[src/rtl/rb_pkg.sv]
`timescale 1ns/1ps
// rb_pkg: shared sequence-number type and modular distance helper for the
// replay buffer. Assumes sequence numbers are SEQ_W bits and wrap freely.
package rb_pkg;
    localparam int SEQ_W = 8;
    typedef logic [SEQ_W-1:0] seq_t;

    // Forward distance from 'from' to 'to' modulo 2**SEQ_W.
    function automatic seq_t seq_dist(seq_t from, seq_t to);
        return seq_t'(to - from);
    endfunction
endpackage

[src/rtl/rb_store.sv]
`timescale 1ns/1ps
// rb_store: packet copy storage, one register slot per buffer entry, one
// write port and one asynchronous read port. Assumes DEPTH is a power of two
// and that the caller never writes a slot that still holds a live packet.
module rb_store #(
    parameter int DATA_W = 16,
    parameter int DEPTH  = 8,
    localparam int IDX_W = (DEPTH > 1) ? $clog2(DEPTH) : 1
) (
    input  logic              clk,
    input  logic              rst_n,
    input  logic              wr_en,
    input  logic [IDX_W-1:0]  wr_idx,
    input  logic [DATA_W-1:0] wr_data,
    input  logic [IDX_W-1:0]  rd_idx,
    output logic [DATA_W-1:0] rd_data
);
    logic [DATA_W-1:0] slot_bus [DEPTH];

    genvar g;
    generate
        for (g = 0; g < DEPTH; g++) begin : g_slot
            logic [DATA_W-1:0] q;
            // Capture the payload when this slot is the write target.
            always_ff @(posedge clk) begin
                if (!rst_n) begin
                    q <= '0;
                end else if (wr_en && (wr_idx == IDX_W'(g))) begin
                    q <= wr_data;
                end
            end
            assign slot_bus[g] = q;
        end
    endgenerate

    // Present the slot selected by the read index.
    always_comb begin
        rd_data = slot_bus[rd_idx];
    end
endmodule

[src/rtl/rb_timer.sv]
`timescale 1ns/1ps
// rb_timer: acknowledgement timeout counter. It counts while 'run' is high,
// is cleared by 'restart', by 'run' low, and by its own expiry. 'expired'
// pulses for one cycle once TIMEOUT cycles have elapsed since the counter
// last sat at zero. Assumes TIMEOUT >= 2.
module rb_timer #(
    parameter int TIMEOUT = 64,
    localparam int CW = $clog2(TIMEOUT + 1)
) (
    input  logic clk,
    input  logic rst_n,
    input  logic run,
    input  logic restart,
    output logic expired
);
    localparam logic [CW-1:0] LAST = CW'(TIMEOUT - 1);

    logic [CW-1:0] cnt_q;

    // Expiry is the cycle in which the counter has reached its last value.
    always_comb begin
        expired = run && !restart && (cnt_q == LAST);
    end

    // Advance, clear or hold the elapsed-cycle count.
    always_ff @(posedge clk) begin
        if (!rst_n) begin
            cnt_q <= '0;
        end else if (restart || !run || expired) begin
            cnt_q <= '0;
        end else begin
            cnt_q <= cnt_q + 1'b1;
        end
    end

    AST_TIMER_CAP: assert property (@(posedge clk) disable iff (!rst_n)
        cnt_q <= LAST);
    AST_TIMER_RESTART: assert property (@(posedge clk) disable iff (!rst_n)
        restart |=> (cnt_q == '0));
endmodule

[src/rtl/rb_ack_dec.sv]
`timescale 1ns/1ps
// rb_ack_dec: judges an incoming acknowledgement against the held window
// [head, tail) and, when it releases entries, gives the new oldest-held
// number. Assumes the window never exceeds half the sequence space.
module rb_ack_dec
    import rb_pkg::*;
(
    input  seq_t head,
    input  seq_t tail,
    input  logic ack_valid,
    input  seq_t ack_id,
    output logic hit,
    output seq_t head_nx
);
    seq_t held;
    seq_t ack_off;

    // Release only when the named packet is one of those still held.
    always_comb begin
        held    = seq_dist(head, tail);
        ack_off = seq_dist(head, ack_id);
        hit     = ack_valid && (ack_off < held);
        head_nx = seq_t'(ack_id + 1'b1);
    end
endmodule

[src/rtl/seq_replay_buf.sv]
`timescale 1ns/1ps
// seq_replay_buf: numbers outgoing packets, holds a copy of each until it
// is acknowledged cumulatively, and on an acknowledgement timeout resends
// the whole unacknowledged tail in order. The slot of a packet is the low
// bits of its sequence number. Assumes DEPTH is a power of two, at most
// 128, and TIMEOUT >= 2.
module seq_replay_buf
    import rb_pkg::*;
#(
    parameter int DATA_W  = 16,
    parameter int DEPTH   = 8,
    parameter int TIMEOUT = 64
) (
    input  logic              clk,
    input  logic              rst_n,
    input  logic              in_valid,
    input  logic [DATA_W-1:0] in_data,
    output logic              in_ready,
    output logic              out_valid,
    output logic [DATA_W-1:0] out_data,
    output logic [7:0]        out_seq,
    output logic              out_replay,
    input  logic              out_ready,
    input  logic              ack_valid,
    input  logic [7:0]        ack_seq
);
    localparam int   IDX_W   = (DEPTH > 1) ? $clog2(DEPTH) : 1;
    localparam seq_t DEPTH_S = seq_t'(DEPTH);

    seq_t head_q, tail_q, send_q;
    seq_t head_n, tail_n, send_n;
    logic replay_q, replay_n;
    seq_t held;
    logic full, push, sent;
    logic ack_hit;
    seq_t ack_head;
    logic timeout;
    logic tmr_run;
    seq_t step_s;

    // Occupancy and stream handshakes.
    always_comb begin
        held      = seq_dist(head_q, tail_q);
        full      = (held == DEPTH_S);
        in_ready  = !full && !replay_q;
        push      = in_valid && in_ready;
        out_valid = (send_q != tail_q);
        out_seq   = send_q;
        out_replay = replay_q;
        sent      = out_valid && out_ready;
        tmr_run   = (held != '0) && !replay_q;
    end

    rb_store #(
        .DATA_W (DATA_W),
        .DEPTH  (DEPTH)
    ) store_i (
        .clk     (clk),
        .rst_n   (rst_n),
        .wr_en   (push),
        .wr_idx  (tail_q[IDX_W-1:0]),
        .wr_data (in_data),
        .rd_idx  (send_q[IDX_W-1:0]),
        .rd_data (out_data)
    );

    rb_ack_dec ack_i (
        .head      (head_q),
        .tail      (tail_q),
        .ack_valid (ack_valid),
        .ack_id    (ack_seq),
        .hit       (ack_hit),
        .head_nx   (ack_head)
    );

    rb_timer #(
        .TIMEOUT (TIMEOUT)
    ) timer_i (
        .clk     (clk),
        .rst_n   (rst_n),
        .run     (tmr_run),
        .restart (ack_hit),
        .expired (timeout)
    );

    // Next pointers: release on ack, grow on push, advance or rewind sender.
    always_comb begin
        head_n = ack_hit ? ack_head : head_q;
        tail_n = push ? seq_t'(tail_q + 1'b1) : tail_q;
        step_s = sent ? seq_t'(send_q + 1'b1) : send_q;
        if (timeout) begin
            send_n = head_q;
        end else if (ack_hit && (seq_dist(head_q, step_s) < seq_dist(head_q, head_n))) begin
            send_n = head_n;
        end else begin
            send_n = step_s;
        end
        if (timeout) begin
            replay_n = 1'b1;
        end else if (replay_q && (send_n == tail_n)) begin
            replay_n = 1'b0;
        end else begin
            replay_n = replay_q;
        end
    end

    // Register the window pointers and the replay flag.
    always_ff @(posedge clk) begin
        if (!rst_n) begin
            head_q   <= '0;
            tail_q   <= '0;
            send_q   <= '0;
            replay_q <= 1'b0;
        end else begin
            head_q   <= head_n;
            tail_q   <= tail_n;
            send_q   <= send_n;
            replay_q <= replay_n;
        end
    end

    AST_NO_OVERFLOW: assert property (@(posedge clk) disable iff (!rst_n)
        held <= DEPTH_S);
    AST_FULL_HOLDS_TAIL: assert property (@(posedge clk) disable iff (!rst_n)
        (held == DEPTH_S) |=> $stable(tail_q));
    AST_SEND_IN_WINDOW: assert property (@(posedge clk) disable iff (!rst_n)
        seq_dist(head_q, send_q) <= held);
    AST_REPLAY_FROM_HEAD: assert property (@(posedge clk) disable iff (!rst_n)
        $rose(replay_q) |-> (send_q == head_q));
    AST_INPUT_HELD: assert property (@(posedge clk) disable iff (!rst_n)
        replay_q |=> $stable(tail_q));
    AST_NO_EMPTY_REPLAY: assert property (@(posedge clk) disable iff (!rst_n)
        ((held == '0) && !replay_q) |=> !replay_q);
endmodule

[config.mk]
export PLATFORM = sky130hd
export DESIGN_NAME = seq_replay_buf
export DESIGN_NICKNAME = d
export VERILOG_FILES = /design/src/rtl/rb_pkg.sv /design/src/rtl/rb_store.sv /design/src/rtl/rb_timer.sv /design/src/rtl/rb_ack_dec.sv /design/src/rtl/seq_replay_buf.sv
export SDC_FILE = /design/constraint.sdc
export NUM_CORES = 1
export LEC_CHECK = 0
export CAP_MARGIN = 10
export CORE_ASPECT_RATIO = 0.8
export CORE_MARGIN = 1.5
export CORE_UTILIZATION = 34
export CTS_BUF_LIST = sky130_fd_sc_hd__clkbuf_16
export DETAILED_ROUTE_END_ITERATION = 8
export GPL_TIMING_DRIVEN = 0
export SLEW_MARGIN = 10
export SYNTH_ARGS = -nofsm -noshare
export SYNTH_HDL_FRONTEND = slang
export SYNTH_SLANG_ARGS = --single-unit
[constraint.sdc]
create_clock -name clk -period 9.3 [get_ports clk]
set_input_delay 1.395 -clock clk [delete_from_list [all_inputs] [get_ports clk]]
set_output_delay 1.395 -clock clk [all_outputs]
set_load 0.01 [all_outputs]
==> implementation parameters <==
Parameter                              Value

Die
  Floorplan die width ... roughly 190 µm
  I/O pins ... 56
  Die extent in y ... roughly 150 µm
  Row cnt ... 53
  Area of the die ... ~28000 µm²
  Starting density of the core ... roughly a third
  Core Region ... between 20000 and 30000 µm²

Finish
  Highest-count cells in the layout ignoring fill and taps ... sky130_fd_sc_hd__dfxtp_1 (160), sky130_fd_sc_hd__nand2_1 (157), sky130_fd_sc_hd__a21oi_1 (116)
  Post-route cell area ... ~10000 µm²
  Area growth from synthesis to final layout ... 15.75%
  Count of nets after finishing ... 1157
  Antenna cell count ... 0
  Ratio of cells with drive above 1 in the final layout ... around 10%
  Total of fill cells in the finished design ... about 2600
  Commonest non-fill, non-tap cell in the layout ... sky130_fd_sc_hd__dfxtp_1

Clocking
  CTS Root Cell ... sky130_fd_sc_hd__clkbuf_16
  Number of buffers between clock root and the deepest sink ... 2
  # clock sinks ... 160
  Cells resized by post-CTS repair ... 0
  Post-CTS Repair Setup Buffers ... 0
  Clock latency reported for the late side of the worst-skew pair ... 0.43 ns
  Clock transition at the registers of the reported paths ... approximately 0.060 ns
  Count of H-tree levels built during CTS ... 4
  TritonCTS clock tree ... built
  TritonCTS Buffers ... 17
  Hold Buf Count CTS ... 0

Placed design
  Cell area after placement ... approximately 9900 µm²
  Gp weighted congestion ... roughly 0.81
  Detail Placement HPWL ... around 19000 µm
  Number of buffer cells added on primary ports ... 39

Route
  Antenna Violating Nets Remaining ... 0
  Pre-Repair DR Iteration Count ... 5
  Vias per cell ... 5.213
  Final Routed Wirelength ... between 20000 and 30000 µm
  Total via count after detailed routing ... around 7500
  Number of remaining DRC errors ... 0
  WL/cell ... 17.94 µm
  First DRT Iteration DRCs ... about 580

Worst setup path
  Largest delay contributor family on the critical path ... compound AO/OA/AOI/OAI gates
  Type of element launching the critical path ... input pin
  Total buffers and inverters traversed by the critical path ... 4
  Worst Path Required ... around 9.7 ns
  Crit path DAT ... about 9.1 ns
  Slowest Stage Delay on Critical Path ... ~0.48 ns
  Worst-path fanout max ... 10
  Worst Path Class, Setup ... input pin to flip-flop
  Crit path max-delay cell type ... sky130_fd_sc_hd__clkdlybuf4s50_1
  Critical Path End Type ... flip-flop

STA
  Post-route fraction of the period consumed by the critical path ... 93.51%
  Measured slew at the worst slew-check pin ... between 0.9 and 1 ns
  Maximum clock rate ... between 100 and 150 MHz
  Number of setup violations in the final report ... 0
  Final critical delay including setup and external delays ... ~8.7 ns
  Final Slew Violations ... 0
  Worst-case clock skew ... 0.01033 ns
  Number of endpoints with negative hold slack in the final report ... 0
  Max-Slew Margin vs Limit ... 35.38%
  Unrepaired setup endpoints after global routing ... no
  Post-route setup TNS ... 0 ns

Synth
  Post-synth ARST share ... 0%
  Mapped Avg Cell Area ... roughly 8.9 µm²
  Sequential area share after synthesis ... a little over a third
  Flip-flop and latch count after synthesis ... 160
  Count of warnings emitted by yosys ... 0
  Post-synthesis instance total ... just over 1000
  Netlist area before placement ... roughly 9000 µm²
  Count of flip-flops with a built-in enable after synthesis ... 0
  Top FF cell, synth ... sky130_fd_sc_hd__dfxtp_1
  Number of distinct standard cells referenced by the synthesized netlist ... 62
  Synth Net Count ... approximately 1100

Global routing
  Number of global-route vias before repair ... 6903
  Pin count of the biggest net entering global routing ... 17
  Number of antenna violations at the first check in global routing ... 0
  Wire length of the first global-routing pass ... 39940 µm
  Final global-route overflow total ... 0
  Aggregate global-route resource usage ... about a fifth

Power
  Pwr/cell area ... 373.0 nW/µm²
  Net switching fraction of the power ... between 40% and 50%
  Clock share of power ... around 18%
  Portion of total power attributed to combinational logic ... about 62%
  Power Internal ... around 0.0022 W
  Reported leakage power ... roughly 4.1 nW
  Worst-case vdd ir drop ... roughly 0.00033 V
  Net load switching power ... approximately 0.0017 W
  Portion of total power attributed to sequential cells ... 20.2%

Job
  Max-Cap Viols ... 0

Min path
  Min-delay worst type ... flip-flop to flip-flop

Status
  Outcome ... finished, final reports clean
-- kinds of logic after synthesis --
logic type / count (synthesis) / synth area share, %
and+or+nand+nor: 362 / 18.34
muxes: 101 / 15.91
buffers and inverters: 99 / 4.689
AOI/OAI and AO/OA: 180 / 11.95
DFF: 160 / 35.52
adders and majority gates: 55 / 7.963
xor gates and xnor gates: 58 / 5.633
-- power groups by stage --
| stage | Combinational (W) | Clock [W] | Sequential, W |
|---|---|---|---|
| floorplan | 0.00182 | 0 | 0.000790 |
| global placement | 0.00234 | 0 | 0.000800 |
| detailed placement | 0.00237 | 0 | 0.000801 |
| CTS | 0.00238 | 0.000711 | 0.000786 |
| global route | 0.00268 | 0.000736 | 0.000792 |
| finish | 0.00241 | 0.000699 | 0.000786 |
-- routing by layer --
layer / vias to the layer above / routed length (µm) / track usage [%]
met3: 23 / 1820 / 3.918
met4: 0 / 268 / 4.350
met5: - / 0 / 0
li1: 3643 / - / -
met1: 3638 / 12740 / 28.48
met2: 218 / 11060 / 28.38
-- cells in the mapped netlist, types with 2 or more instances --
cell	n	area share (%)
sky130_fd_sc_hd__dfxtp_1	160	36
sky130_fd_sc_hd__nand2_1	157	6.5
sky130_fd_sc_hd__a21oi_1	116	6.4
sky130_fd_sc_hd__nor2_1	76	3.2
sky130_fd_sc_hd__nand3_1	56	3.1
sky130_fd_sc_hd__ha_1	51	7.1
sky130_fd_sc_hd__clkbuf_1	50	2.1
sky130_fd_sc_hd__mux2i_1	50	5.5
sky130_fd_sc_hd__mux4_2	32	8.0
sky130_fd_sc_hd__xnor2_1	31	3.0
sky130_fd_sc_hd__inv_1	28	1.2
sky130_fd_sc_hd__xor2_1	27	2.6
sky130_fd_sc_hd__mux2_2	18	2.2
sky130_fd_sc_hd__and3_1	16	1.1
sky130_fd_sc_hd__o21ai_0	14	0.78
sky130_fd_sc_hd__a21o_1	13	1.1
sky130_fd_sc_hd__nand2b_1	12	0.83
sky130_fd_sc_hd__buf_1	9	0.37
sky130_fd_sc_hd__nand4_1	8	0.55
sky130_fd_sc_hd__and2_1	7	0.49
sky130_fd_sc_hd__buf_6	6	0.75
sky130_fd_sc_hd__nor2b_1	6	0.42
sky130_fd_sc_hd__a211oi_1	5	0.42
sky130_fd_sc_hd__buf_2	5	0.28
sky130_fd_sc_hd__fa_1	4	0.89
sky130_fd_sc_hd__nor3_1	4	0.22
sky130_fd_sc_hd__o21a_1	4	0.33
sky130_fd_sc_hd__o22ai_1	4	0.28
sky130_fd_sc_hd__a21oi_2	3	0.29
sky130_fd_sc_hd__nor3b_1	3	0.25
sky130_fd_sc_hd__a2111oi_2	2	0.33
sky130_fd_sc_hd__nand2_2	2	0.14
sky130_fd_sc_hd__nand2_4	2	0.25
sky130_fd_sc_hd__nand3b_1	2	0.17
sky130_fd_sc_hd__nor4_2	2	0.28
sky130_fd_sc_hd__o211ai_1	2	0.17
sky130_fd_sc_hd__o21ai_1	2	0.11
sky130_fd_sc_hd__o21bai_1	2	0.17
-- final cells by class --
class / instances / area [µm²] / share of cell area [%]
Multi-Input combinational cell: 756 / 5393 / 51.66
Buffer: 70 / 315.3 / 3.020
Clock buffer: 17 / 425.4 / 4.075
Tap cell: 357 / 446.7 / 4.279
Sequential cell: 160 / 3203 / 30.68
Inverter: 29 / 108.9 / 1.043
Clock inverter: 15 / 156.4 / 1.498
Timing Repair Buffer: 39 / 390.4 / 3.740
-- worst paths after layout --
check / startpoint / to / slack [ns] / depth (start not counted)
min: timer_i.cnt_q[0] / timer_i.cnt_q[0] / 0.45 / 1
max: ack_seq[1] / out_replay / 0.60 / 36
min reg2reg: timer_i.cnt_q[0] / timer_i.cnt_q[0] / 0.45 / 1
max reg2reg: head_q[1] / out_replay / 1.28 / 36
-- per-stage QoR --
step / total power (W) / setup WS, ns / cells / hold slack, ns / utilization [%]
5_1_grt: 0.004206 / 0.01975 / 1443 / 0.4695 / 39.85
3_3_place_gp: 0.003136 / 0.06824 / 1411 / 0.4253 / 37.63
3_5_place_dp: 0.003172 / 0.09356 / 1411 / 0.4336 / 37.63
6_report: 0.003893 / 0.6034 / 1443 / 0.4461 / 39.85
4_1_cts: 0.003882 / 0.5211 / 1443 / 0.4501 / 39.85
2_1_floorplan: 0.002610 / 1.479 / 1015 / 0.4132 / -
-- flip-flops by register name (all words and copies together), names as in the netlist --
signal / flops
out_seq: 8
head_q: 8
tail_q: 8
out_replay: 1
store_i.g_slot.q: 128
timer_i.cnt_q: 7
(Power assumes the default switching activity.)
